<file path="config.mk">
export PLATFORM = sky130hd
export DESIGN_NAME = pwrsw_serial_ctl
export DESIGN_NICKNAME = d
export VERILOG_FILES = /design/src/rtl/pwrsw_pkg.sv /design/src/rtl/pwrsw_clkdiv.sv /design/src/rtl/pwrsw_edge_src.sv /design/src/rtl/pwrsw_shifter.sv /design/src/rtl/pwrsw_serial_ctl.sv
export SDC_FILE = /design/constraint.sdc
export NUM_CORES = 1
export LEC_CHECK = 0
export ABC_AREA = 1
export ABC_CLOCK_PERIOD_IN_PS = 2100
export CAP_MARGIN = 10
export CORE_AREA = 2 2 69 97
export CTS_BUF_LIST = sky130_fd_sc_hd__clkbuf_16
export DETAILED_ROUTE_END_ITERATION = 10
export DIE_AREA = 0 0 71 99
export GPL_TIMING_DRIVEN = 0
export HOLD_SLACK_MARGIN = 0.15
export PLACE_DENSITY = 0.47
export SLEW_MARGIN = 20
export SYNTH_ARGS = -nofsm -noshare
export SYNTH_HDL_FRONTEND = slang
export SYNTH_SLANG_ARGS = --single-unit
</file>
<file path="constraint.sdc">
create_clock -name clk -period 2.1 [get_ports clk]
set_input_delay 0.21 -clock clk [delete_from_list [all_inputs] [get_ports clk]]
set_output_delay 0.21 -clock clk [all_outputs]
set_load 0.02 [all_outputs]
</file>
<file path="src/rtl/pwrsw_pkg.sv">
package pwrsw_pkg;
  localparam int VCC_W   = 3;
  localparam int VPP_W   = 2;
  localparam int PAD_W   = 1;
  localparam int SOCK_W  = VCC_W + VPP_W;
  localparam int FRAME_W = PAD_W + 2 * SOCK_W;

  typedef enum logic [1:0] {
    ST_IDLE  = 2'd0,
    ST_SHIFT = 2'd1,
    ST_LATCH = 2'd2
  } shift_state_t;

  // Word layout: pad, socket B (vcc, vpp), socket A (vcc, vpp); MSB goes first.
  function automatic logic [FRAME_W-1:0] build_frame(
    input logic [VCC_W-1:0] bvcc, input logic [VPP_W-1:0] bvpp,
    input logic [VCC_W-1:0] avcc, input logic [VPP_W-1:0] avpp);
    return {{PAD_W{1'b0}}, bvcc, bvpp, avcc, avpp};
  endfunction

  function automatic int low_phase(input int div);
    return div / 2;
  endfunction
endpackage

</file>
<file path="src/rtl/pwrsw_clkdiv.sv">
module pwrsw_clkdiv #(
  parameter int DIV = 36
) (
  input  logic clk,
  input  logic rst_n,
  input  logic en,
  output logic sclk,
  output logic fall_tick
);
  localparam int HALF  = pwrsw_pkg::low_phase(DIV);
  localparam int CNT_W = $clog2(DIV);
  localparam logic [CNT_W-1:0] CNT_LAST = CNT_W'(DIV - 1);
  localparam logic [CNT_W-1:0] CNT_RISE = CNT_W'(HALF - 1);

  logic [CNT_W-1:0] cnt;
  logic             sclk_q;
  logic             rise_tick;

  assign rise_tick = en && (cnt == CNT_RISE);
  assign fall_tick = en && (cnt == CNT_LAST);
  assign sclk      = sclk_q;

  always_ff @(posedge clk) begin
    if (!rst_n || !en) begin
      cnt    <= '0;
      sclk_q <= 1'b0;
    end else begin
      cnt <= fall_tick ? '0 : cnt + 1'b1;
      if (rise_tick)      sclk_q <= 1'b1;
      else if (fall_tick) sclk_q <= 1'b0;
    end
  end

  AST_DIV_FALL_POINT: assert property (@(posedge clk) disable iff (!rst_n)
    ($fell(sclk_q) && $past(en)) |-> ($past(cnt) == CNT_LAST));
  AST_DIV_RISE_POINT: assert property (@(posedge clk) disable iff (!rst_n)
    $rose(sclk_q) |-> ($past(cnt) == CNT_RISE));
endmodule

</file>
<file path="src/rtl/pwrsw_edge_src.sv">
module pwrsw_edge_src #(
  parameter int SYNC_STAGES = 2
) (
  input  logic clk,
  input  logic rst_n,
  input  logic drv_en,
  input  logic ext_clk,
  input  logic int_tick,
  output logic shift_tick
);
  logic [SYNC_STAGES-1:0] sync_q;
  logic                   prev_q;
  logic                   ext_fall;

  generate
    for (genvar i = 0; i < SYNC_STAGES; i++) begin : g_sync
      always_ff @(posedge clk) begin
        if (!rst_n) sync_q[i] <= 1'b0;
        else if (i == 0) sync_q[i] <= ext_clk;
        else sync_q[i] <= sync_q[(i == 0) ? 0 : i-1];
      end
    end
  endgenerate

  always_ff @(posedge clk) begin
    if (!rst_n) prev_q <= 1'b0;
    else        prev_q <= sync_q[SYNC_STAGES-1];
  end

  assign ext_fall   = prev_q && !sync_q[SYNC_STAGES-1];
  assign shift_tick = drv_en ? int_tick : ext_fall;

  AST_EXT_TICK_SPACED: assert property (@(posedge clk) disable iff (!rst_n)
    (!drv_en && shift_tick) |=> !ext_fall);
endmodule

</file>
<file path="src/rtl/pwrsw_shifter.sv">
module pwrsw_shifter
  import pwrsw_pkg::*;
(
  input  logic               clk,
  input  logic               rst_n,
  input  logic               req_valid,
  input  logic [FRAME_W-1:0] req_frame,
  input  logic               tick,
  output logic               sw_data,
  output logic               sw_latch,
  output logic               busy
);
  localparam int BC_W = $clog2(FRAME_W);
  localparam logic [BC_W-1:0] BC_TOP = BC_W'(FRAME_W - 1);

  shift_state_t       state;
  logic [FRAME_W-1:0] sr;
  logic [BC_W-1:0]    bits_left;
  logic               latch_q;
  logic               pend_v;
  logic [FRAME_W-1:0] pend_f;
  logic               start_evt;

  assign start_evt = tick && (state == ST_IDLE) && pend_v;

  always_ff @(posedge clk) begin
    if (!rst_n) begin
      state     <= ST_IDLE;
      sr        <= '0;
      bits_left <= '0;
      latch_q   <= 1'b0;
      pend_v    <= 1'b0;
      pend_f    <= '0;
    end else begin
      if (req_valid) begin
        pend_v <= 1'b1;
        pend_f <= req_frame;
      end else if (start_evt) begin
        pend_v <= 1'b0;
      end
      if (tick) begin
        unique case (state)
          ST_IDLE: if (pend_v) begin
            sr        <= pend_f;
            bits_left <= BC_TOP;
            state     <= ST_SHIFT;
          end
          ST_SHIFT: if (bits_left == '0) begin
            state   <= ST_LATCH;
            latch_q <= 1'b1;
          end else begin
            sr        <= sr << 1;
            bits_left <= bits_left - 1'b1;
          end
          ST_LATCH: begin
            latch_q <= 1'b0;
            sr      <= '0;
            state   <= ST_IDLE;
          end
          default: state <= ST_IDLE;
        endcase
      end
    end
  end

  assign sw_data  = sr[FRAME_W-1];
  assign sw_latch = latch_q;
  assign busy     = pend_v || (state != ST_IDLE);

  AST_DATA_ON_TICK: assert property (@(posedge clk) disable iff (!rst_n)
    !$stable(sw_data) |-> $past(tick));
  AST_LATCH_RISE_AFTER_LAST: assert property (@(posedge clk) disable iff (!rst_n)
    $rose(sw_latch) |-> ($past(tick) && $past(bits_left) == '0));
  AST_LATCH_FALL_ON_TICK: assert property (@(posedge clk) disable iff (!rst_n)
    $fell(sw_latch) |-> $past(tick));
  AST_BUSY_COVERS_LATCH: assert property (@(posedge clk) disable iff (!rst_n)
    sw_latch |-> busy);
  AST_START_FROM_PENDING: assert property (@(posedge clk) disable iff (!rst_n)
    (state == ST_SHIFT && $past(state) == ST_IDLE) |-> $past(pend_v));
endmodule

</file>
<file path="src/rtl/pwrsw_serial_ctl.sv">
module pwrsw_serial_ctl
  import pwrsw_pkg::*;
#(
  parameter int DIV         = 36,
  parameter int SYNC_STAGES = 2
) (
  input  logic             clk,
  input  logic             rst_n,
  input  logic             clk_drive_en,
  input  logic             req_valid,
  input  logic [VCC_W-1:0] b_vcc,
  input  logic [VPP_W-1:0] b_vpp,
  input  logic [VCC_W-1:0] a_vcc,
  input  logic [VPP_W-1:0] a_vpp,
  input  logic             sw_clk_in,
  output logic             sw_clk_out,
  output logic             sw_clk_oe,
  output logic             sw_data,
  output logic             sw_latch,
  output logic             busy
);
  logic               int_sclk;
  logic               int_fall;
  logic               shift_tick;
  logic [FRAME_W-1:0] req_frame;

  assign req_frame  = build_frame(b_vcc, b_vpp, a_vcc, a_vpp);
  assign sw_clk_oe  = clk_drive_en;
  assign sw_clk_out = int_sclk;

  pwrsw_clkdiv #(.DIV(DIV)) u_div (
    .clk(clk), .rst_n(rst_n), .en(clk_drive_en),
    .sclk(int_sclk), .fall_tick(int_fall)
  );

  pwrsw_edge_src #(.SYNC_STAGES(SYNC_STAGES)) u_edge (
    .clk(clk), .rst_n(rst_n), .drv_en(clk_drive_en), .ext_clk(sw_clk_in),
    .int_tick(int_fall), .shift_tick(shift_tick)
  );

  pwrsw_shifter u_shift (
    .clk(clk), .rst_n(rst_n), .req_valid(req_valid), .req_frame(req_frame),
    .tick(shift_tick), .sw_data(sw_data), .sw_latch(sw_latch), .busy(busy)
  );

  AST_OUT_QUIET_WHEN_INPUT: assert property (@(posedge clk) disable iff (!rst_n)
    (!clk_drive_en && $past(!clk_drive_en)) |-> !sw_clk_out);
endmodule

</file>
Yosys cells after proc, flatten, opt, wreduce, memory -nomap -nowiden:

Index checks and enable logic that the tools add are counted.

* bits in registers: 39
* bits in latches: 0
* memory bits (writable): 0
* ROM bits: 0
* logic and storage cells: 59
* memories: 0

* add/sub/neg operators: 2
* multiply operators: 0
* divide/modulo/power cells: 0
* magnitude comparators: 0
* equal/unequal tests: 7
* shift-type cells: 0
* muxes and demuxes: 16
* bitwise logic cells: 0
* reductions and logical operators: 23

Operator list (count)
* $pmux W11 S3: 1
* $mux W11: 2
* $reduce_bool A2 Y1: 5
* $mux W4: 2
* $pmux W4 S2: 1
* $reduce_and A4 Y1: 2
* $add A6 B1 Y6 const B: 1
* $eq A6 B5 Y1 const B: 1
* $eq A6 B6 Y1 const B: 1
* $mux W1: 6
* $reduce_and A3 Y1: 2
* $logic_and A1 B1 Y1: 5
* $logic_not A4 Y1: 1
* $mux W2: 2
* $ne A2 B1 Y1 const B: 2
* $pmux W2 S2: 1
* $sub A4 B1 Y4 const B: 1
* $logic_not A1 Y1: 3
* $reduce_bool A3 Y1: 1
* $eq A2 B1 Y1 const B: 1
* $eq A2 B2 Y1 const B: 1
* $logic_not A2 Y1: 1
* $logic_or A1 B1 Y1: 2
* $ne A2 B2 Y1 const B: 1
* 2 further kinds: 2

Logic depth before layout (Yosys ltp):

Gate-level depths: netlist (run 1).

* depth in word-level cells: 7
* depth in mapped cells: 10

Cells and area by module:

Synthesis (run 1) repeated with hierarchy kept, for this count alone.

* cells, all modules: 266
* area, all modules: 1900.6 µm²

By module, submodules not included
* pwrsw_shifter: instances 1, cells an instance 207, area each 1445.1 µm²
* pwrsw_clkdiv: instances 1, cells an instance 43, area each 341.6 µm²
* pwrsw_edge_src: instances 1, cells an instance 14, area each 102.6 µm²
* pwrsw_serial_ctl: instances 1, cells an instance 2, area each 11.3 µm²

Worst setup path before layout (run 1):

OpenSTA, ideal clock, no wires.

* path kind: register to register
* start: register u_shift.state[0]
* end: register u_shift.sr[0]
* setup time: 0.114 ns
* arrival: 1.395 ns
* required time: 1.986 ns
* slack: 0.591 ns
* cell stages (with the launch flop): 9
* buffers on the path: 1
* path through: dfxtp_1 > inv_1 > ha_1 > inv_1 > a21oi_1 > nand3_2 > buf_4 > a21oi_1 > nor2_1

* longest elaborated chain between the ends: 3

Ends and longest elaborated chain
* from (decl): RTL line pwrsw_shifter.sv:16 `shift_state_t state;`
* from (signal assigned): RTL line pwrsw_shifter.sv:28 `state <= ST_IDLE;`
* from (signal assigned): RTL line pwrsw_shifter.sv:46 `state <= ST_SHIFT;`
* from (signal assigned): RTL line pwrsw_shifter.sv:49 `state <= ST_LATCH;`
* $eq A2 B1 Y1 (tied with other cells): RTL line pwrsw_shifter.sv:42 `unique case (state)`
* $ne A2 B2 Y1 (no line) (tied with other cells)
* $reduce_and A4 Y1 (no line)
* to (signal assigned): RTL line pwrsw_shifter.sv:44 `sr <= pend_f;`
* to (signal assigned): RTL line pwrsw_shifter.sv:52 `sr <= sr << 1;`
* to (decl): RTL line pwrsw_shifter.sv:17 `logic [FRAME_W-1:0] sr;`

Parallel ways exist; a longest one is shown, timed or not.
A chain may end at the register's enable or synchronous reset.

Worst setup path in the final report (run 1):

* start: register u_shift.state[0]
* end: register u_shift.sr[9]

Same word-level chain as after synthesis.

==> summary.txt, run 1 <==
Run status
  – Outcome: complete, no violations

Worst hold path
  – WHS Endpoint: u_edge.sync_q[1]
  – Hold Crit Class: flop to flop
  – Hold wc startpoint: u_edge.sync_q[0]
  – Worst Hold Depth: 2

Critical path
  – Flop-to-flop setup slack: 0.31 ns
  – Crit end category: flop
  – Worst R2R Start: u_shift.state[0]
  – Worst-path maximum fanout: 10
  – Worst EP arrival: 2.00 ns
  – Worst path cell trace: inv_1 -> ha_1 -> inv_1 -> clkbuf_1 -> nand2_1 -> o21ai_0 -> nand4_1 -> a21oi_1
  – Worst r2r dst: u_shift.sr[9]
  – CP most frequent cell: inv_1
  – Worst path bufs/invs: 3
  – Worst EP required: 2.31 ns
  – CP Launch Type: flop
  – Critical-path top delay cell: clkbuf_1
  – Crit-path leading delay family: buffers and inverters
  – CP Class: flop to flop
  – Slowest stage delay, CP: 0.39 ns
  – R2R cell count: 8

CTS
  – Num CTS Buffers: 5
  – Post-cts resize count: 0
  – CTS hold repair buffers: 0
  – Clock latency on the worst-skew pair: 0.28 ns
  – H-tree depth: 2
  – Clock sink count: 39
  – CTS tree: done
  – Worst-path clk slew: 0.06 ns
  – Clock Tree Buf Depth: 2
  – Post-CTS Setup Inserts: 0
  – Clock Tree Root: clkbuf_16

Global route
  – Remaining global-route overflow: 0
  – Initial antenna violation count: 0
  – All-Layer GR Usage: 12.0%
  – Vias in the first global route: 1517
  – Largest net degree at the start of global routing: 12
  – Global-route wire length before repair: 6780 µm

Placement
  – Final HPWL DP: 2630 µm
  – # port buffers: 19
  – GP Congestion: 0.767
  – Placed cell area: 2070 µm²

Yosys
  – Largest cells by area after synthesis: dfxtp_1 44%, nand2_1 12%, nor2_1 12%, inv_1 6.9%, ha_1 5.6%
  – Synth unique cells: 24
  – Syn Area/Cell: 7.00 µm²
  – Syn Std Cell Area: 1790 µm²
  – Seq/Total Area, Yosys: 43.6%
  – Post-synth top area cell: dfxtp_1
  – FF+latch count, synth: 39
  – Post-synth net total: 279
  – Gate Count Post-Synth: 256
  – Top cell type's share of synthesized area: 43.6%
  – Syn. warnings: 0

STA
  – Final Max Tran Viols: 0
  – Tcrit/Tclk final: 85.3%
  – Slew @ Worst Pin: 0.478 ns
  – Sum of negative setup slack: 0 ns
  – Endpoints failing setup: 0
  – Clock Skew: 0.00287 ns
  – RSZ-0062 raised after global routing: no
  – Max Fclk: 558 MHz
  – Final Hold Viols: 0
  – Tmin final: 1.79 ns
  – Max-slew headroom at the worst pin: 68.2%

Floorplan
  – Rows: 34
  – Die area: 7030 µm²
  – Core region area: 6170 µm²
  – IO Pins: 20
  – Die height: 99 µm
  – Die W: 71 µm
  – Starting Density: 29.0%

Drt
  – Initial drt markers: 70
  – First-pass DRT Iterations: 4
  – ANT nets after route: 0
  – Routed vias: 1561
  – Mean routed wirelength per cell: 10.4 µm
  – Drc violations: 0
  – WL final: 3680 µm
  – Via density: 4.40

Layout
  – Ant. Diodes: 0
  – Layout cells sized above 1: 6.01%
  – # fillers: 688
  – Final instance area: 2210 µm²
  – Syn-to-layout area delta: 23.5%
  – Nets@finish: 305

Power
  – Worst vdd ir: 0.000352 V
  – Cell Pwr Density: 724 nW/µm²
  – Leak: 1.05 nW

Flow run
  – Number of max-cap violations: 0
## Yosys cell counts, drive strengths merged
cell type and count:
a21oi 11, a31oi 2, buf 6, clkbuf 3, dfxtp 39, ha 8, inv 33, nand2 58
nand3 10, nand4 4, nor2 57, nor3 1, nor3b 1, nor4 1, o21ai 20, o22ai 1
xor2 1
## power breakdown
part	leakage (nW)	total (W)	switching, W	internal [W]
clock network	0.0762	0.000714	0.000285	0.000429
logic	0.652	0.000115	0.0000608	0.0000539
registers	0.318	0.000772	0.00000979	0.000762
## per-layer routing
| layer | wire (µm) | vias up | track usage (%) |
|---|---|---|---|
| met2 | 1830 | 19 | 21.0 |
| met5 | 0 | - | 0 |
| met4 | 73 | 0 | 5.22 |
| li1 | - | 844 | - |
| met3 | 114 | 5 | 3.27 |
| met1 | 1660 | 693 | 13.5 |
## how the worst max path moves through the flow
stage / startpoint / endpoint / slack [ns] / cells after the start
6_report: u_shift.state[0] / u_shift.sr[9] / 0.31 / 8
5_1_grt: u_shift.state[1] / u_shift.sr[9] / 0.06 / 8
4_1_cts: u_shift.state[1] / busy / 0.08 / 6
3_3_place_gp: u_shift.state[0] / u_shift.sr[9] / 0.30 / 8
3_5_place_dp: u_shift.state[0] / u_shift.sr[9] / 0.31 / 8
2_1_floorplan: u_shift.state[0] / u_shift.sr[0] / 0.59 / 8
## logic make-up (layout without fill, tap and decap cells)
family	count (synthesis)	after routing	share of synthesized area, %
fa+ha+maj	8	8	5.59
simple gates	132	132	30.9
xor+xnor	1	1	0.489
flops	39	39	43.6
compound gates	34	34	9.71
buf+inv	42	69	9.78
## worst reg2reg max path: cells and delay by family (launching register included)
kind	cells	cell delay [ns]
fa+ha+maj	1	0.34
compound gates	2	0.25
buf+inv	3	0.56
simple gates	2	0.21
flops	1	0.36
## state kept, by name (all words and copies together) (netlist names)
signal and cells:
u_shift.pend_f 10, u_shift.sw_latch 1, u_div.cnt 6, u_shift.pend_v 1, u_edge.prev_q 1, u_shift.bits_left 4
u_div.sclk 1, u_shift.state 2, u_shift.sr 11, u_edge.sync_q 2
## layout by cell type, fill, tap and decap left out, types with 2 or more instances in the layout
cell             netlist  routed
nor2_1                56      56
nand4_1                4       4
nand3_1                7       7
clkbuf_16              0       5
clkbuf_1               3       3
nand3_2                3       3
nand2_1               56      56
buf_4                  2       2
buf_2                  2       2
ha_1                   8       8
o21ai_0               20      20
a21oi_1               11      11
dfxtp_1               39      39
a31oi_1                2       2
clkdlybuf4s50_1        0      18
inv_1                 33      35
## stage by stage
stage,setup slack [ns],total power [W],utilization [%],hold slack (ns),std cells
floorplan,0.591,0.000852,-,0.308,256
global placement,0.300,0.000905,33.6,0.405,347
detailed placement,0.313,0.000905,33.6,0.401,347
CTS,0.0841,0.00163,35.8,0.415,355
global route,0.0650,0.00168,35.9,0.440,355
finish,0.309,0.00160,35.9,0.412,355
## cell type report
class | instances | area, µm² | share of cell area (%)
Clock buffer | 5 | 125 | 5.66
Timing Repair Buffer | 19 | 193 | 8.71
Tap cell | 72 | 90.1 | 4.07
Buffer | 9 | 51.3 | 2.32
Sequential cell | 39 | 781 | 35.3
Multi-Input combinational cell | 175 | 836 | 37.8
Clock inverter | 3 | 12.5 | 0.566
Inverter | 33 | 124 | 5.60
Note: power is estimated with default switching activity, not from simulation.
==> inputs of run 2 (changes only) <==
--- a/config.mk
+++ b/config.mk
@@ -8,13 +8,14 @@
 export ABC_AREA = 1
 export ABC_CLOCK_PERIOD_IN_PS = 2100
 export CAP_MARGIN = 10
-export CORE_AREA = 2 2 69 97
+export CORE_AREA = 2 2 52 73
 export CTS_BUF_LIST = sky130_fd_sc_hd__clkbuf_16
 export DETAILED_ROUTE_END_ITERATION = 10
-export DIE_AREA = 0 0 71 99
+export DIE_AREA = 0 0 54 75
 export GPL_TIMING_DRIVEN = 0
 export HOLD_SLACK_MARGIN = 0.15
-export PLACE_DENSITY = 0.47
+export PLACE_DENSITY = 0.75
+export SKIP_LAST_GASP = 1
 export SLEW_MARGIN = 20
 export SYNTH_ARGS = -nofsm -noshare
 export SYNTH_HDL_FRONTEND = slang
==> run 2 against run 1 <==
Effect of this change:
- count of clock-buffer cells in the layout is the same
- critical path depth shrank 2
- final area is 1.8% lower
- first-iteration DRC count shrank 39%
- die area is 42% lower
- clock power is essentially flat
- combinational power barely moved
- power about the same
- worst setup slack got worse by 0.20 ns
- routed wire length is 8.4% lower
- non-clock buffer count is the same
- highest routed layer unchanged
==> summary.txt, run 2 (same netlist as run 1, synthesis figures left out) <==
STA
  – Final Max Tran Viols: 0 (unchanged)
  – Final Hold Slack: 0.414 ns (+0.00272 ns)
  – Sum of negative setup slack: 0 ns (unchanged)
  – Slew @ Worst Pin: 0.445 ns (-0.0324 ns)
  – Tmin final: 1.99 ns (+0.203 ns)
  – Endpoints failing setup: 0 (unchanged)
  – RSZ-0062 raised after global routing: no
  – Max-slew headroom at the worst pin: 70.3% (+2.2 points)
  – Clock Skew: 0.00404 ns (+0.00117 ns)
  – Max Fclk: 502 MHz (-10%)
  – Final Hold Viols: 0 (unchanged)
  – Tcrit/Tclk final: 94.9% (+9.7 points)

Worst hold path
  – Worst Hold Depth: 2 (unchanged)
  – Hold wc startpoint: u_edge.sync_q[0]
  – WHS Endpoint: u_edge.sync_q[1]
  – Hold Crit Class: flop to flop

Drt
  – Initial drt markers: 43 (-39%)
  – Routed vias: 1550 (-0.70%)
  – Mean routed wirelength per cell: 10.4 µm (+0.68%)
  – WL final: 3370 µm (-8.4%)
  – Via density: 4.80 (+9.1%)
  – ANT nets after route: 0 (unchanged)
  – First-pass DRT Iterations: 4 (unchanged)
  – Drc violations: 0 (unchanged)

Global route
  – Initial antenna violation count: 0 (unchanged)
  – Largest net degree at the start of global routing: 13 (+1)
  – All-Layer GR Usage: 19.6% (+7.6 points)
  – Global-route wire length before repair: 5820 µm (-14%)
  – Vias in the first global route: 1440 (-5.1%)
  – Remaining global-route overflow: 0 (unchanged)

Critical path
  – Worst r2r dst: u_shift.sr[9]
  – Worst EP required: 1.89 ns (-0.42 ns)
  – CP Class: flop to primary output
  – R2R cell count: 8 (unchanged)
  – Critical-path top delay cell: clkdlybuf4s50_1
  – Flop-to-flop setup slack: 0.32 ns (about the same)
  – Worst path cell trace: inv_1 -> ha_1 -> inv_1 -> nor2_1 -> inv_1 -> clkdlybuf4s50_1
  – Worst EP arrival: 1.78 ns (-0.22 ns)
  – Slowest stage delay, CP: 0.60 ns (+0.21 ns)
  – Worst R2R Start: u_shift.state[0]
  – Crit end category: primary output
  – Worst-path maximum fanout: 3 (-7)
  – CP most frequent cell: inv_1
  – CP Launch Type: flop

Placement
  – Final HPWL DP: 2400 µm (-8.5%)
  – # port buffers: 19 (unchanged)
  – Placed cell area: 2030 µm² (-1.9%)
  – GP Congestion: 0.822 (+7.1%)
  – Placed cells: 315 (-9.2%)

Layout
  – Nets@finish: 305 (unchanged)
  – # fillers: 320 (-53%)
  – Syn-to-layout area delta: 21.2%
  – Layout Utilization: 64.3% (+28 points)
  – Ant. Diodes: 0 (unchanged)
  – Top flop regs: u_shift.sr x11, u_shift.pend_f x10, u_div.cnt x6
  – Largest reg by FF count: u_shift.sr
  – Multi-input logic area: 836 µm² (unchanged)
  – Commonest non-fill, non-tap cells in the layout: 56 x nor2_1, 56 x nand2_1, 39 x dfxtp_1
  – Layout cells sized above 1: 6.01% (unchanged)
  – Fin cells: 323 (-9.0%)
  – Final instance area: 2170 µm² (-1.8%)
  – Max reg flops: 11 (unchanged)
  – Sequential cell area: 781 µm² (unchanged)

Power
  – Worst vdd ir: 0.000609 V (+73%)
  – Clock share of power: 44.6% (about the same)
  – Gate power share: 7.2% (about the same)
  – Switching share of power: 22.1% (-0.14 points)
  – Cell-internal power: 0.00125 W (+0.21%)
  – Leak: 1.02 nW (-2.2%)
  – Cell Pwr Density: 737 nW/µm² (+1.9%)
  – Sw Pwr: 0.000354 W (-0.60%)
  – Seq pwr share: 48.2% (about the same)

Floorplan
  – Die W: 54 µm (-24%)
  – Core region area: 3380 µm² (-45%)
  – Die height: 75 µm (-24%)
  – Die area: 4050 µm² (-42%)
  – IO Pins: 20 (unchanged)
  – Starting Density: 53.0% (+24 points)
  – Rows: 25 (-26%)

CTS
  – Worst-path clk slew: 0.06 ns (about the same)
  – CTS tree: done
  – Clock sink count: 39 (unchanged)
  – H-tree depth: 2 (unchanged)
  – Post-CTS Setup Inserts: 0 (unchanged)
  – Clock Tree Buf Depth: 2 (unchanged)
  – Num CTS Buffers: 5 (unchanged)
  – Clock latency on the worst-skew pair: 0.28 ns (about the same)
  – CTS hold repair buffers: 0 (unchanged)
  – Post-cts resize count: 0 (unchanged)
  – Clock Tree Root: clkbuf_16

Flow run
  – Number of max-cap violations: 0 (unchanged)

Run status
  – Outcome: complete, no violations
## run 2: cell count changes in the layout (fill, tap and decap cells not counted)
cell / before / now
clkdlybuf4s50_1: 18 / 19
clkinv_1: 0 / 2
clkinv_2: 1 / 0
clkinvlp_4: 0 / 1
dlymetal6s2s_1: 1 / 0
inv_1: 35 / 33
## run 2: stage by stage
stage / total power [W] / worst slack [ns]
after floorplan: 0.000852 / 0.591
after global placement: 0.000900 / 0.368
after detailed placement: 0.000903 / 0.359
after CTS: 0.00162 / 0.0956
after global routing: 0.00167 / 0.00655
final: 0.00160 / 0.106
## run 2: cell type report
| cell class | instances | share of cell area [%] |
|---|---|---|
| Buffer | 9 | 2.36 |
| Clock buffer | 5 | 5.76 |
| Clock inverter | 3 | 0.691 |
| Inverter | 33 | 5.70 |
| Multi-Input combinational cell | 175 | 38.5 |
| Sequential cell | 39 | 35.9 |
| Tap cell | 40 | 2.30 |
| Timing Repair Buffer | 19 | 8.76 |
## run 2: layer usage
layer	track usage [%]	share of wire, %	vias up
met3	5.95	3.6	5
met4	8.61	1.4	0
met5	0	0	-
met2	33.6	50	29
li1	-	-	847
met1	22.0	45	669
## run 2: worst max path at each step
stage / startpoint / to / slack [ns]
after floorplan: u_shift.state[0] / u_shift.sr[0] / 0.59
after CTS: u_shift.state[0] / busy / 0.1
final: u_shift.state[0] / busy / 0.11
after global placement: u_shift.state[0] / u_shift.sr[9] / 0.37
after detailed placement: u_shift.state[0] / u_shift.sr[9] / 0.36
after global routing: u_shift.state[0] / busy / 0.007
## run 2: power by group through the flow
stage	Sequential [W]	Combinational, W	Clock, W
2_1_floorplan	0.000786	0.0000663	0
3_3_place_gp	0.000787	0.000113	0
3_5_place_dp	0.000788	0.000114	0
4_1_cts	0.000772	0.000116	0.000729
5_1_grt	0.000774	0.000131	0.000763
6_report	0.000772	0.000115	0.000714
## run 2: critical path, delay by kind of cell (launching register included)
family | cells | cell delay, ns
and+or+nand+nor | 1 | 0.07
adders and majority gates | 1 | 0.23
DFF | 1 | 0.36
buffers and inverters | 4 | 0.85
==> inputs of run 3 (changes only) <==
--- a/config.mk
+++ b/config.mk
@@ -6,15 +6,15 @@
 export NUM_CORES = 1
 export LEC_CHECK = 0
 export ABC_AREA = 1
-export ABC_CLOCK_PERIOD_IN_PS = 2100
+export ABC_CLOCK_PERIOD_IN_PS = 2300
 export CAP_MARGIN = 10
-export CORE_AREA = 2 2 52 73
+export CORE_AREA = 2 2 50 71
 export CTS_BUF_LIST = sky130_fd_sc_hd__clkbuf_16
 export DETAILED_ROUTE_END_ITERATION = 10
-export DIE_AREA = 0 0 54 75
+export DIE_AREA = 0 0 52 73
 export GPL_TIMING_DRIVEN = 0
 export HOLD_SLACK_MARGIN = 0.15
-export PLACE_DENSITY = 0.75
+export PLACE_DENSITY = 0.8
 export SKIP_LAST_GASP = 1
 export SLEW_MARGIN = 20
 export SYNTH_ARGS = -nofsm -noshare
==> constraint.sdc (replaced) <==
create_clock -name clk -period 2.3 [get_ports clk]
set_input_delay 0.23 -clock clk [delete_from_list [all_inputs] [get_ports clk]]
set_output_delay 0.23 -clock clk [all_outputs]
set_load 0.02 [all_outputs]
==> run 3 against run 2 <==
Effect of this change:
- sequential share of layout area did not move
- register-to-register slack improved by 0.24 ns
- largest cell class unchanged
- flip-flop and latch count did not move
- die area fell by 6.3%
- utilization rose by 3.1 points
- sequential power fell by 8.7%
- via count rose by 3.4%
- highest routed layer unchanged
- critical path depth did not move
==> summary.txt, run 3 (same netlist as run 1, synthesis figures left out) <==
Drt
  – First-pass DRT Iterations: 4 (unchanged)
  – WL final: 3500 µm (+3.9%)
  – Mean routed wirelength per cell: 10.8 µm (+3.9%)
  – Initial drt markers: 38 (-12%)
  – Via density: 4.96 (+3.4%)
  – ANT nets after route: 0 (unchanged)
  – Drc violations: 0 (unchanged)
  – Routed vias: 1603 (+3.4%)

Power
  – Gate power share: 7.1% (about the same)
  – Seq pwr share: 48.1% (about the same)
  – Leak: 1.02 nW (unchanged)
  – Cell Pwr Density: 674 nW/µm² (-8.5%)
  – Clock share of power: 44.7% (about the same)
  – Cell-internal power: 0.00114 W (-8.7%)
  – Worst vdd ir: 0.000540 V (-11%)
  – Sw Pwr: 0.000326 W (-8.0%)
  – Switching share of power: 22.2% (+0.13 points)

STA
  – Final Hold Slack: 0.413 ns (-0.00181 ns)
  – Final Max Tran Viols: 0 (unchanged)
  – Endpoints failing setup: 0 (unchanged)
  – RSZ-0062 raised after global routing: no
  – Sum of negative setup slack: 0 ns (unchanged)
  – Final Hold Viols: 0 (unchanged)
  – Max Fclk: 490 MHz
  – Clock Skew: 0.00514 ns (+0.00110 ns)
  – Slew @ Worst Pin: 0.420 ns (-0.0254 ns)
  – Tcrit/Tclk final: 88.7%
  – Tmin final: 2.04 ns
  – Max-slew headroom at the worst pin: 72.0% (+1.7 points)

Worst hold path
  – Hold wc startpoint: u_edge.sync_q[0]
  – Worst Hold Depth: 2 (unchanged)
  – WHS Endpoint: u_edge.sync_q[1]
  – Hold Crit Class: flop to flop

Floorplan
  – Die area: 3800 µm² (-6.3%)
  – Starting Density: 55.6% (+2.6 points)
  – Die height: 73 µm (-2.7%)
  – Die W: 52 µm (-3.7%)
  – Core region area: 3220 µm² (-4.6%)
  – Rows: 25 (unchanged)
  – IO Pins: 20 (unchanged)

Critical path
  – CP Class: flop to primary output
  – Worst EP arrival: 1.81 ns (+0.03 ns)
  – R2R cell count: 8 (unchanged)
  – Worst-path maximum fanout: 3 (unchanged)
  – Worst R2R Start: u_shift.state[0]
  – Worst r2r dst: u_shift.sr[9]
  – Flop-to-flop setup slack: 0.56 ns (+0.24 ns)
  – Worst EP required: 2.07 ns (+0.18 ns)
  – CP Launch Type: flop
  – Crit end category: primary output

Global route
  – Initial antenna violation count: 0 (unchanged)
  – Vias in the first global route: 1469 (+2.0%)
  – Remaining global-route overflow: 0 (unchanged)
  – Largest net degree at the start of global routing: 13 (unchanged)
  – All-Layer GR Usage: 21.6% (+2.0 points)
  – Global-route wire length before repair: 6130 µm (+5.2%)

CTS
  – Clock Tree Root: clkbuf_16
  – Clock latency on the worst-skew pair: 0.28 ns (about the same)
  – Clock Tree Buf Depth: 2 (unchanged)
  – CTS hold repair buffers: 0 (unchanged)
  – Post-CTS Setup Inserts: 0 (unchanged)
  – Worst-path clk slew: 0.06 ns (about the same)
  – Clock sink count: 39 (unchanged)
  – Post-cts resize count: 0 (unchanged)
  – CTS tree: done
  – H-tree depth: 2 (unchanged)
  – Num CTS Buffers: 5 (unchanged)

Placement
  – GP Congestion: 0.818 (-0.49%)
  – Final HPWL DP: 2480 µm (+3.3%)
  – Placed cell area: 2030 µm² (unchanged)
  – # port buffers: 19 (unchanged)

Layout
  – Nets@finish: 305 (unchanged)
  – Syn-to-layout area delta: 21.2% (unchanged)
  – Ant. Diodes: 0 (unchanged)
  – Final instance area: 2170 µm² (unchanged)
  – Top flop regs: u_shift.sr x11, u_shift.pend_f x10, u_div.cnt x6
  – Largest reg by FF count: u_shift.sr
  – Max reg flops: 11 (unchanged)
  – Layout Utilization: 67.4% (+3.1 points)
  – Commonest non-fill, non-tap cells in the layout: 56 x nor2_1, 56 x nand2_1, 39 x dfxtp_1
  – Layout cells sized above 1: 6.01% (unchanged)

Flow run
  – Number of max-cap violations: 0 (unchanged)

Run status
  – Outcome: complete, no violations
[run 3: per-stage QoR]
step           std cells  power [W]  setup WS [ns]
2_1_floorplan        256   0.000778          0.791
3_3_place_gp         315   0.000821          0.579
3_5_place_dp         315   0.000824          0.567
4_1_cts              323    0.00148          0.252
5_1_grt              323    0.00152          0.147
6_report             323    0.00146          0.260
[run 3: power groups by stage]
stage	clock, W	sequential, W	combinational, W
after floorplan	0	0.000717	0.0000606
after global placement	0	0.000719	0.000102
after detailed placement	0	0.000719	0.000104
after CTS	0.000665	0.000705	0.000106
after global routing	0.000695	0.000706	0.000119
final	0.000655	0.000705	0.000104
[run 3: layer usage]
metal  part of all wire, %  up-vias  global-route usage, %
met2                    53       25                   39.2
met4                   2.1        0                   9.36
met1                    42      724                   22.8
met5                     0        -                      0
li1                      -      847                      -
met3                   2.9        7                   5.53
[run 3: layout make-up]
type | instances | area (µm²)
Fill cell | 286 | 1050
Multi-Input combinational cell | 175 | 836
Sequential cell | 39 | 781
Timing Repair Buffer | 19 | 190
Clock buffer | 5 | 125
Inverter | 33 | 124
Buffer | 9 | 51.3
Tap cell | 40 | 50.0
Clock inverter | 3 | 15.0
[run 3: worst max-delay path: stages (launching register included)]
cell	delay, ns
dfxtp_1	0.36
inv_1	0.09
ha_1	0.23
inv_1	0.10
nor2_1	0.07
inv_1	0.08
clkdlybuf4s50_1	0.61
[run 3: worst max-delay path by stage]
stage | startpoint | endpoint
after floorplan | u_shift.state[0] | u_shift.sr[0]
after global placement | clk_drive_en | sw_clk_oe
after detailed placement | clk_drive_en | sw_clk_oe
after CTS | u_shift.state[0] | busy
after global routing | u_shift.state[1] | busy
final | u_shift.state[0] | busy
